==> config.mk <==
export PLATFORM = sky130hd
export DESIGN_NAME = i2c_reg_seq
export DESIGN_NICKNAME = d
export VERILOG_FILES = /design/src/rtl/seq_pkg.sv /design/src/rtl/seq_step_rom.sv /design/src/rtl/seq_wait_timer.sv /design/src/rtl/seq_retry_track.sv /design/src/rtl/i2c_reg_seq.sv
export SDC_FILE = /design/constraint.sdc
export NUM_CORES = 1
export LEC_CHECK = 0
export BUFFER_PORTS_ARGS = -buffer_cell sky130_fd_sc_hd__buf_2
export CORE_MARGIN = 3
export CORE_UTILIZATION = 50
export CTS_BUF_LIST = sky130_fd_sc_hd__clkbuf_4 sky130_fd_sc_hd__clkbuf_8
export DETAILED_ROUTE_END_ITERATION = 8
export GPL_TIMING_DRIVEN = 1
export HOLD_SLACK_MARGIN = 0.03
export PLACE_DENSITY = 0.84
export SYNTH_ARGS = -nofsm -noshare
export SYNTH_HDL_FRONTEND = slang
export SYNTH_HIERARCHICAL = 1
export SYNTH_SLANG_ARGS = --single-unit
==> constraint.sdc <==
create_clock -name clk -period 3.03 [get_ports clk]
set_input_delay 0.606 -clock clk [delete_from_list [all_inputs] [get_ports clk]]
set_output_delay 0.606 -clock clk [all_outputs]
set_load 0.05 [all_outputs]
==> src/rtl/seq_pkg.sv <==
package seq_pkg;

   // Primitive codes seen by the bit-level engine; WAIT never leaves the block.
   typedef enum logic [2:0] {
      OP_START  = 3'd0,
      OP_STOP   = 3'd1,
      OP_SEND   = 3'd2,
      OP_GETACK = 3'd3,
      OP_RECV   = 3'd4,
      OP_NACK   = 3'd5,
      OP_WAIT   = 3'd7
   } seq_op_e;

   typedef enum logic [1:0] {
      SEL_ADDR_W = 2'd0,
      SEL_REG    = 2'd1,
      SEL_DATA   = 2'd2,
      SEL_ADDR_R = 2'd3
   } byte_sel_e;

   typedef enum logic [1:0] {
      ST_IDLE  = 2'd0,
      ST_RUN   = 2'd1,
      ST_PAUSE = 2'd2,
      ST_DONE  = 2'd3
   } seq_state_e;

   localparam int STEP_W    = 4;
   localparam logic [1:0] SLOT_NONE = 2'd3;

endpackage

==> src/rtl/seq_step_rom.sv <==
module seq_step_rom
   import seq_pkg::*;
(
   input  logic              is_read,
   input  logic [STEP_W-1:0] step,
   output seq_op_e           op,
   output byte_sel_e         sel,
   output logic [1:0]        slot,
   output logic              last
);

   always_comb begin
      op   = OP_STOP;
      sel  = SEL_ADDR_W;
      slot = SLOT_NONE;
      last = 1'b0;
      if (!is_read) begin
         case (step)
            4'd0: op = OP_START;
            4'd1: begin op = OP_SEND;   sel = SEL_ADDR_W; end
            4'd2: begin op = OP_GETACK; slot = 2'd0;      end
            4'd3: begin op = OP_SEND;   sel = SEL_REG;    end
            4'd4: begin op = OP_GETACK; slot = 2'd1;      end
            4'd5: begin op = OP_SEND;   sel = SEL_DATA;   end
            4'd6: begin op = OP_GETACK; slot = 2'd2;      end
            default: begin op = OP_STOP; last = 1'b1;     end
         endcase
      end else begin
         case (step)
            4'd0:  op = OP_START;
            4'd1:  begin op = OP_SEND;   sel = SEL_ADDR_W; end
            4'd2:  begin op = OP_GETACK; slot = 2'd0;      end
            4'd3:  begin op = OP_SEND;   sel = SEL_REG;    end
            4'd4:  begin op = OP_GETACK; slot = 2'd1;      end
            4'd5:  op = OP_WAIT;
            4'd6:  op = OP_START;
            4'd7:  begin op = OP_SEND;   sel = SEL_ADDR_R; end
            4'd8:  begin op = OP_GETACK; slot = 2'd2;      end
            4'd9:  op = OP_RECV;
            4'd10: op = OP_NACK;
            default: begin op = OP_STOP; last = 1'b1;      end
         endcase
      end
   end

endmodule

==> src/rtl/seq_wait_timer.sv <==
module seq_wait_timer #(
   parameter int LOW_CYC = 4
) (
   input  logic clk,
   input  logic rst_n,
   input  logic start,
   output logic expire
);

   if (LOW_CYC < 1) begin : g_bad_low
      $error("seq_wait_timer: LOW_CYC must be at least 1");
   end

   if (LOW_CYC == 1) begin : g_single
      logic run_q;
      always_ff @(posedge clk or negedge rst_n) begin
         if (!rst_n) run_q <= 1'b0;
         else        run_q <= start;
      end
      assign expire = run_q;
   end else begin : g_count
      localparam int CW = $clog2(LOW_CYC);
      logic [CW-1:0] cnt_q;
      logic          run_q;
      always_ff @(posedge clk or negedge rst_n) begin
         if (!rst_n) begin
            run_q <= 1'b0;
            cnt_q <= '0;
         end else if (start) begin
            run_q <= 1'b1;
            cnt_q <= CW'(LOW_CYC - 1);
         end else if (run_q) begin
            if (cnt_q == '0) run_q <= 1'b0;
            else             cnt_q <= cnt_q - 1'b1;
         end
      end
      assign expire = run_q && (cnt_q == '0);
   end

endmodule

==> src/rtl/seq_retry_track.sv <==
module seq_retry_track #(
   parameter int MAX_RETRY = 3
) (
   input  logic       clk,
   input  logic       rst_n,
   input  logic       clear_all,
   input  logic       restart,
   input  logic       nack_set,
   input  logic [1:0] slot,
   input  logic       is_read,
   output logic [2:0] err,
   output logic       can_retry
);

   if (MAX_RETRY < 0 || MAX_RETRY > 255) begin : g_bad_retry
      $error("seq_retry_track: MAX_RETRY out of range");
   end

   localparam int TW = (MAX_RETRY < 1) ? 1 : $clog2(MAX_RETRY + 1);

   logic [TW-1:0] left_q;

   always_ff @(posedge clk or negedge rst_n) begin
      if (!rst_n) begin
         err    <= '0;
         left_q <= '0;
      end else if (clear_all) begin
         err    <= '0;
         left_q <= TW'(MAX_RETRY);
      end else if (restart) begin
         err    <= '0;
         left_q <= left_q - 1'b1;
      end else if (nack_set) begin
         err <= err | (is_read ? 3'b001 : (3'b001 << slot));
      end
   end

   assign can_retry = (left_q != '0);

endmodule

==> src/rtl/i2c_reg_seq.sv <==
module i2c_reg_seq
   import seq_pkg::*;
#(
   parameter int LOW_CYC   = 4,
   parameter int MAX_RETRY = 3
) (
   input  logic       clk,
   input  logic       rst_n,
   input  logic       req_valid,
   input  logic       req_read,
   input  logic [7:0] req_addr,
   input  logic [7:0] req_reg,
   input  logic [7:0] req_wdata,
   output logic       busy,
   output logic       done,
   output logic [7:0] rd_data,
   output logic [2:0] err_code,
   output logic       cmd_valid,
   output logic [2:0] cmd_op,
   output logic [7:0] cmd_byte,
   input  logic       eng_done,
   input  logic       eng_ack,
   input  logic [7:0] eng_rdata
);

   seq_state_e        st_q;
   logic [STEP_W-1:0] step_q;
   logic              rd_q, final_q;
   logic [7:0]        addr_q, reg_q, wdata_q;

   seq_op_e    op;
   byte_sel_e  sel;
   logic [1:0] slot;
   logic       last, expire, can_retry;
   logic       accept, in_cmd, fin, nack_set, try_end, restart, t_start;

   seq_step_rom u_rom (
      .is_read (rd_q),
      .step    (step_q),
      .op      (op),
      .sel     (sel),
      .slot    (slot),
      .last    (last)
   );

   assign accept   = (st_q == ST_IDLE) && req_valid;
   assign in_cmd   = (st_q == ST_RUN) && (op != OP_WAIT);
   assign fin      = in_cmd && eng_done;
   assign nack_set = fin && (op == OP_GETACK) && !eng_ack;
   assign try_end  = fin && last;
   assign restart  = try_end && (err_code != 3'b000) && can_retry;
   assign t_start  = ((st_q == ST_RUN) && (op == OP_WAIT)) ||
                     (try_end && !restart && !rd_q);

   seq_retry_track #(.MAX_RETRY(MAX_RETRY)) u_retry (
      .clk       (clk),
      .rst_n     (rst_n),
      .clear_all (accept),
      .restart   (restart),
      .nack_set  (nack_set),
      .slot      (slot),
      .is_read   (rd_q),
      .err       (err_code),
      .can_retry (can_retry)
   );

   seq_wait_timer #(.LOW_CYC(LOW_CYC)) u_timer (
      .clk    (clk),
      .rst_n  (rst_n),
      .start  (t_start),
      .expire (expire)
   );

   always_ff @(posedge clk or negedge rst_n) begin
      if (!rst_n) begin
         st_q    <= ST_IDLE;
         step_q  <= '0;
         rd_q    <= 1'b0;
         final_q <= 1'b0;
         addr_q  <= '0;
         reg_q   <= '0;
         wdata_q <= '0;
         rd_data <= '0;
      end else begin
         case (st_q)
            ST_IDLE: if (req_valid) begin
               st_q    <= ST_RUN;
               step_q  <= '0;
               rd_q    <= req_read;
               addr_q  <= req_addr;
               reg_q   <= req_reg;
               wdata_q <= req_wdata;
            end
            ST_RUN: begin
               if (op == OP_WAIT) begin
                  st_q    <= ST_PAUSE;
                  final_q <= 1'b0;
               end else if (fin) begin
                  if (op == OP_RECV) rd_data <= eng_rdata;
                  if (try_end) begin
                     if (restart) begin
                        step_q <= '0;
                     end else if (!rd_q) begin
                        st_q    <= ST_PAUSE;
                        final_q <= 1'b1;
                     end else begin
                        st_q <= ST_DONE;
                     end
                  end else begin
                     step_q <= step_q + 1'b1;
                  end
               end
            end
            ST_PAUSE: if (expire) begin
               if (final_q) begin
                  st_q <= ST_DONE;
               end else begin
                  st_q   <= ST_RUN;
                  step_q <= step_q + 1'b1;
               end
            end
            default: st_q <= ST_IDLE;
         endcase
      end
   end

   always_comb begin
      case (sel)
         SEL_ADDR_W: cmd_byte = {addr_q[7:1], 1'b0};
         SEL_REG:    cmd_byte = reg_q;
         SEL_DATA:   cmd_byte = wdata_q;
         default:    cmd_byte = {addr_q[7:1], 1'b1};
      endcase
   end

   assign cmd_valid = in_cmd;
   assign cmd_op    = op;
   assign busy      = (st_q == ST_RUN) || (st_q == ST_PAUSE);
   assign done      = (st_q == ST_DONE);

   // a presented primitive stays put until the engine completes it
   assert_cmd_hold_R12: assert property (@(posedge clk) disable iff (!rst_n)
      (cmd_valid && !eng_done) |=> (cmd_valid && $stable(cmd_op) && $stable(cmd_byte)));

   // done is a single-cycle pulse that follows a busy cycle
   assert_done_pulse_R9: assert property (@(posedge clk) disable iff (!rst_n)
      done |=> !done);
   assert_done_after_busy_R9: assert property (@(posedge clk) disable iff (!rst_n)
      done |-> ($past(busy) && !busy));
   assert_cmd_in_busy_R9: assert property (@(posedge clk) disable iff (!rst_n)
      cmd_valid |-> busy);

   // an idle request starts a transaction, a request while busy does not restart it
   assert_accept_R10: assert property (@(posedge clk) disable iff (!rst_n)
      (!busy && !done && req_valid) |=> (busy && cmd_valid && (cmd_op == 3'd0)));

   // results stay fixed outside transactions
   assert_result_hold_R11: assert property (@(posedge clk) disable iff (!rst_n)
      (!busy && !(req_valid && !done)) |=> ($stable(err_code) && $stable(rd_data)));

endmodule

# --- After elaboration in Yosys (flattened, before gate mapping) ---
# Cells that the tools add are included.
totals:
  out_inout_bits: 25
  regBits: 48
op_classes:
  n_reduce_logical: 42
  bitwise: 2
  eq_ne: 31
  n_shift: 1
  muxes: 47
  n_addsub: 3
ops:
  columns: ["op", "n"]
  rows:
  - ["two-way mux 2 bit", 14]
  - ["two-way mux 4 bit", 7]
  - ["case mux 2 bit (3 select lines)", 4]
  - ["case mux 8 bit (3 select lines)", 1]
  - ["case mux 3 bit (6 select lines)", 1]
  - ["== test 4 x 3 -> 1 bit, second input constant", 4]
  - ["two-way mux 3 bit", 5]
  - ["== test 4 bit, second input constant", 3]
  - ["logical AND 1 bit", 12]
  - ["two-way mux 1 bit", 12]
  - ["!= test 2 bit, second input constant", 6]
  - ["case mux 4 bit (3 select lines)", 1]
  - ["OR reduction 3 bit", 4]
  - ["OR reduction 11 bit", 1]
  - ["AND reduction 5 bit", 2]
  - ["nonzero test 2 bit", 5]
  - ["!= test 3 x 2 -> 1 bit, second input constant", 3]
  - ["nonzero test 3 bit", 3]
  - ["== test 4 x 2 -> 1 bit, second input constant", 2]
  - ["case mux 2 bit (2 select lines)", 2]
  - ["AND reduction 7 bit", 1]
  - ["OR reduction 7 bit", 1]
  - ["== test 2 bit, second input constant", 3]
  - ["== test 3 bit, second input constant", 2]
  - ["17 further kinds", 27]

# --- Logic depth before layout (Yosys ltp) ---
logic_depth:
  word_depth: 16
  depth_mapped: 9
  ltp_nobuf: 8

# --- Hierarchy ---
# The synthesis kept the hierarchy.
by_module_without_submodules:
  columns: ["mod", "n_inst", "cells_each", "area_each_um2"]
  rows:
  - ["i2c_reg_seq", 1, 170, 2014.4]
  - ["seq_retry_track", 1, 22, 249.0]
  - ["seq_step_rom", 1, 33, 236.5]
  - ["seq_wait_timer", 1, 15, 162.7]

# --- Worst setup path after synthesis ---
# Ideal clock, no wire load.
synth_path:
  path_kind: "register -> register"
  from: "reg step_q[1]"
  to: "reg st_q[1]"
  stages_incl_launch_ff: 9
  n_path_buf: 1
  t_arrival_ns: 2.880
  synth_period_minus_slack_ns: 3.007
  slack_ns: 0.023
  cell_sequence: "dfrtp_1 -> buf_6 -> nor2b_1 -> o22ai_1 -> a22oi_1 -> nand3_2 -> and2_4 -> a221o_1 -> mux2_1"
synth_via:
  elab_chain_cells: 12
synth_lines:
  columns: ["element", "line_no", "rtl"]
  rows:
  - ["from (decl)", "i2c_reg_seq.sv:27", "logic [STEP_W-1:0] step_q;"]
  - ["from (signal assigned)", "i2c_reg_seq.sv:110", "step_q <= step_q + 1'b1;"]
  - ["from (signal assigned)", "i2c_reg_seq.sv:119", "step_q <= step_q + 1'b1;"]
  - ["== test 4 x 2 -> 1 bit, or another cell as far along", "seq_step_rom.sv:18, seq_step_rom.sv:29", null]
  - ["OR reduction 3 bit (no line) / OR reduction 2 bit (equally long branches)", null, null]
  - ["case mux 3 bit (6 select lines) / case mux 2 bit (3 select lines) (equally long branches)", "seq_step_rom.sv:29, seq_step_rom.sv:18", null]
  - ["two-way mux 3 bit (*)", "seq_step_rom.sv:17", "if (!is_read) begin"]
  - ["named net cmd_op[0]", "i2c_reg_seq.sv:19", "output logic [2:0] cmd_op,"]
  - ["!= test 3 bit (*)", "i2c_reg_seq.sv:47", "assign in_cmd = (st_q == ST_RUN) && (op != OP_WAIT);"]
  - ["logical AND 1 bit (*)", "i2c_reg_seq.sv:47", null]
  - ["named net cmd_valid", "i2c_reg_seq.sv:18", "output logic cmd_valid,"]
  - ["logical AND 1 bit (*)", "i2c_reg_seq.sv:48", "assign fin = in_cmd && eng_done;"]
  - ["logical AND 1 bit", "i2c_reg_seq.sv:50", "assign try_end = fin && last;"]
  - ["logical AND 1 bit (2 in a row)", "i2c_reg_seq.sv:51", "assign restart = try_end && (err_code != 3'b000) && can_retry;"]
  - ["!= test 3 x 2 -> 1 bit (no line)", null, null]
  - ["AND reduction 5 bit (no line) (*)", null, null]
  - ["to (signal assigned)", "i2c_reg_seq.sv:76", "st_q <= ST_IDLE;"]
  - ["to (signal assigned)", "i2c_reg_seq.sv:87", "st_q <= ST_RUN;"]
  - ["to (signal assigned)", "i2c_reg_seq.sv:96", "st_q <= ST_PAUSE;"]
  - ["to (decl)", "i2c_reg_seq.sv:26", "seq_state_e st_q;"]
# Mark *: on every way through the listed nets, which the timed path passes. The rest lies on a longest branch.
# A chain may end at the register's enable or synchronous reset.

# --- Final worst setup path ---
layout_path:
  from: "reg step_q[1]"
  to: "out cmd_valid"
layout_via:
  elab_chain_cells: 6
layout_lines:
  columns: ["element", "line_no"]
  rows:
  - ["== test 4 x 2 -> 1 bit, or another cell as far along", "seq_step_rom.sv:18, seq_step_rom.sv:29"]
  - ["OR reduction 3 bit (no line) / OR reduction 2 bit (equally long branches)", null]
  - ["case mux 3 bit (6 select lines) / case mux 2 bit (3 select lines) (equally long branches)", "seq_step_rom.sv:29, seq_step_rom.sv:18"]
  - ["two-way mux 3 bit (*)", "seq_step_rom.sv:17"]
  - ["!= test 3 bit (*)", "i2c_reg_seq.sv:47"]
  - ["logical AND 1 bit (*)", "i2c_reg_seq.sv:47"]
  - ["to (decl)", "i2c_reg_seq.sv:18"]
# Every way passes the cells marked *; elsewhere a longest branch is shown, timed or not.

==> results <==
- The run finished with clean final reports.
- Sequential elements use between 40 and 50% of the synthesized area.
- The final RePlAce weighted congestion is 0.863.
- Post-CTS repair changed the size of 0 cells.
- The netlist uses 56 different library cells.
- 0 antenna diodes ended up in the layout.
- The endpoint class of the critical path is an output pin.
- The worst register-to-register path begins at step_q[0]$_DFFE_PN0P_.
- The routed wire length is 5520 um.
- Counting every net in the synthesized netlist gives 286.
- The share of flip-flops with an asynchronous set or reset after synthesis is 100%.
- The final critical-path share of the clock period is 97.2%.
- The signal on the critical path passes through nor2b_1 > o22ai_1 > a22oi_1 > nand3_2 > and2_4 > buf_2.
- The total number of vias is 2014.
- The area inside the core boundary is 0.00494 mm2.
- The cell count of the worst reg-to-reg path is 7.
- Across all hold checks on the routed design, the worst slack comes to 0.487 ns.
- Leaving out filler cells and counting taps, the final layout contains 368.
- The clock root buffer master is sky130_fd_sc_hd__clkbuf_8.
- The mean instance size in the synthesized netlist is ~11 um2.
- The cts-stage hold buffer count is 0.
- The wire length of the first global-routing pass is about 8900 um.
- The floorplan die width is 79.0 um.
- The upper clock frequency limit is around 340 MHz.
- The number of maximum-capacitance violations is 0.
- The overall global routing resource usage is 18.0%.
- The number of placed instances with taps included is between 300 and 400.
- Setup repair after global routing left no endpoint under its margin.
- The overall overflow remaining after global route is 0.
- The register-to-register setup slack is ~0.39 ns.
- After detailed routing, the number of remaining DRC violations is 0.
- The library cells used most frequently in the layout, excluding fill and tap cells, are sky130_fd_sc_hd__buf_2 (61), sky130_fd_sc_hd__dfrtp_1 (47), sky130_fd_sc_hd__mux2_2 (32).
- Data on the critical path is required at its endpoint by between 2 and 2.5 ns.
- The sequential standard cell area is 0.00118 mm2.
- After detailed routing, the number of vias per cell comes to 5.47.
- The power density over the cells is 872 mW/mm2.
- The number of I/O pins is 63.
- TritonCTS built the clock tree.
- Detailed placement ended at an HPWL of 3980 um.
- The slew at the pin closest to its max-slew limit is between 1 and 1.5 ns.
- In this run, CTS created clock tree buffers numbering 5.
- The data arrival time at the worst-slack endpoint is 2.34 ns.
- IR analysis of the VDD net gives a maximum drop of 0.000376 V.
- The cell area that synthesis handed to floorplanning was 0.00266 mm2.
- The stage delay of the slowest cell on the critical path is 0.66 ns.
- The via count of the first global-routing pass came to 2015.
- The class of the tightest hold or removal check is in -> async.
- The iteration-0 DRC count of the detailed router is 107.
- The worst slew slack as a fraction of its limit is a little under a third.
- Leaving out fill and tap cells, the most frequent cell in the layout is sky130_fd_sc_hd__buf_2.
- After filler insertion, the fill cell instance count of the layout stands at 415.
- Clock-pin slew was measured on the worst setup and hold paths at 0.09 ns.
- The clock skew is 0.00673 ns.
- The number of antenna violations at the first check in global routing came to 0.
- The longest clock path from root to sink contains 2 buffers.
- The floorplan step set the die height to 79.0 um.
- The maximum level of the CTS H-tree is 2.
- The maximum number of pins on one net before global-route repair is 48.
- The gate family responsible for the most delay along the worst path is flip-flops.
- After clock tree synthesis, the setup repair step added 0 buffers.
- The critical path startpoint category is a register.
- The total leakage power is 1.45 nW.
- Yosys mapped a number of flops with a built-in enable equal to 0.
- For this run, the post-layout net count is 346.
- The primary flip-flop cell chosen by synthesis mapping is sky130_fd_sc_hd__dfrtp_1.
- The maximum fanout count along the critical path is 15.
- The type of the worst setup path is reg -> out.
- The capture instance of the worst register-to-register path is u_retry/err[0]$_DFFE_PN0P_.
- The port buffer count is 61.
- The sum of buffers and inverters on the critical path is 1.
- After technology mapping, the gate count stands at 240.
- The detail route stage leaves a number of antenna-violating nets equal to 0.
- For this design, the slowest cell found on the critical path is sky130_fd_sc_hd__dfrtp_1.
- The post-route netlist has 38.5% of its cells at a drive strength greater than 1.
- The multi-input gate area in the final layout is around 0.0014 mm2.
- The die covers 0.00624 mm2.
- After floorplanning, the core was divided into 25 placement rows.
- The count of endpoints failing setup in the final report is 0.
- Dividing the detail-routed wire length by the instance count gives roughly 15 um.
- The number of failing hold endpoints at the final stage is 0.
- In this run, synthesis produced a sequential element count of 47.
- The number of warnings issued by yosys is 6.
- For this configuration, the core starts out at a cell density of 53.9%.
- The number of iterations in the first detailed-routing pass is 4.
- The number of max-slew violations in the final report is 0.
- Compared with the post-synthesis result, the final layout area differs by 16.6%.
- The total clock sinks is 47.
- Summed over all failing endpoints, the final setup total negative slack is 0 ns.
- The worst-skew pair later-pin latency is 0.30 ns.
- The minimum clock period is 2.94 ns.
## logic make-up (layout without fill, tap and decap cells)
logic type                 Yosys count  after routing  share of synthesized area, %
and+or+nand+nor                     60             60                          13.9
muxes                               45             45                          18.5
xor gates and xnor gates             4              4                          1.32
adders and majority gates            8              8                          3.76
AOI/OAI and AO/OA                   52             52                          14.1
DFF                                 47             47                          44.2
buffers and inverters               24             85                          4.28
## layer usage
layer	GRT usage, %	part of all wire (%)	vias up
li1	-	-	986
met1	22.9	42	964
met2	30.0	51	56
met3	3.97	4.9	8
met4	7.04	1.6	0
met5	0	0	-
## report_power, final
part | internal, W | switching [W] | leakage (nW) | total, W
clock | 0.000187 | 0.000210 | 0.0516 | 0.000397
sequential | 0.000817 | 0.000182 | 0.589 | 0.00100
combinational | 0.000524 | 0.000786 | 0.810 | 0.00131
## through the flow
stage               utilization, %  power [W]  area, um2  worst slack (ns)
floorplan                        -    0.00205       2660            0.0227
global placement              60.9    0.00226       3010             0.535
detailed placement            60.9    0.00232       3010             0.433
CTS                           62.8    0.00272       3100             0.128
global route                  62.8    0.00288       3100           0.00262
finish                        62.8    0.00271       3100            0.0860
## state kept, by name (all words and copies together), names as in the netlist
signal                 count
rd_data                    8
reg_q                      8
wdata_q                    8
addr_q                     7
step_q                     4
u_retry/err                3
st_q                       2
u_retry/left_q             2
u_timer/g_count.cnt_q      2
final_q                    1
rd_q                       1
u_timer/g_count.run_q      1
## how the worst max path moves through the flow
stage                           from                          to  slack (ns)  cells after the start
2_1_floorplan  step_q[1]$_DFFE_PN0P_         st_q[1]$_DFFE_PN0P_        0.02                      8
3_3_place_gp   step_q[1]$_DFFE_PN0P_                   cmd_valid        0.53                      6
3_5_place_dp   step_q[0]$_DFFE_PN0P_  u_retry/err[0]$_DFFE_PN0P_        0.43                      7
4_1_cts        step_q[1]$_DFFE_PN0P_                   cmd_valid        0.13                      6
5_1_grt        step_q[1]$_DFFE_PN0P_                   cmd_valid       0.003                      6
6_report       step_q[1]$_DFFE_PN0P_                   cmd_valid        0.09                      6
## synth_stat cells, drive strengths merged (3+ instances only)
library cell	instances	area share, %
and4bb	3	1.4
buf	9	2.2
and2	3	0.85
nand3	6	1.3
a21oi	12	2.3
a211oi	7	2.0
inv	14	2.0
nor3	3	0.56
nor2b	12	3.1
xnor2	3	0.99
nor2	10	1.5
o31ai	3	1.0
o21ai	5	0.94
mux2i	11	4.1
dfrtp	47	44
nand2	8	1.1
nand2b	4	0.94
ha	8	3.8
o21a	4	1.1
mux2	34	14
## final cells by class
cell class	instances	area share, %
multi-input cells	169	44.3
clock buffers	6	2.66
clock inverters	2	0.443
well taps	67	2.70
repair buffers	63	10.3
inverters	14	1.69
flip-flops and latches	47	37.9
## worst register-to-register path, cell delays in order, from the launching register on
cell and delay (ns):
sky130_fd_sc_hd__dfrtp_1 0.66, sky130_fd_sc_hd__or2b_2 0.35, sky130_fd_sc_hd__o22ai_1 0.13, sky130_fd_sc_hd__a22oi_1 0.21
sky130_fd_sc_hd__and3_4 0.27, sky130_fd_sc_hd__nor3_1 0.50, sky130_fd_sc_hd__nor2_1 0.16, sky130_fd_sc_hd__a22o_1 0.26
Power figures use the tool's default switching activity.
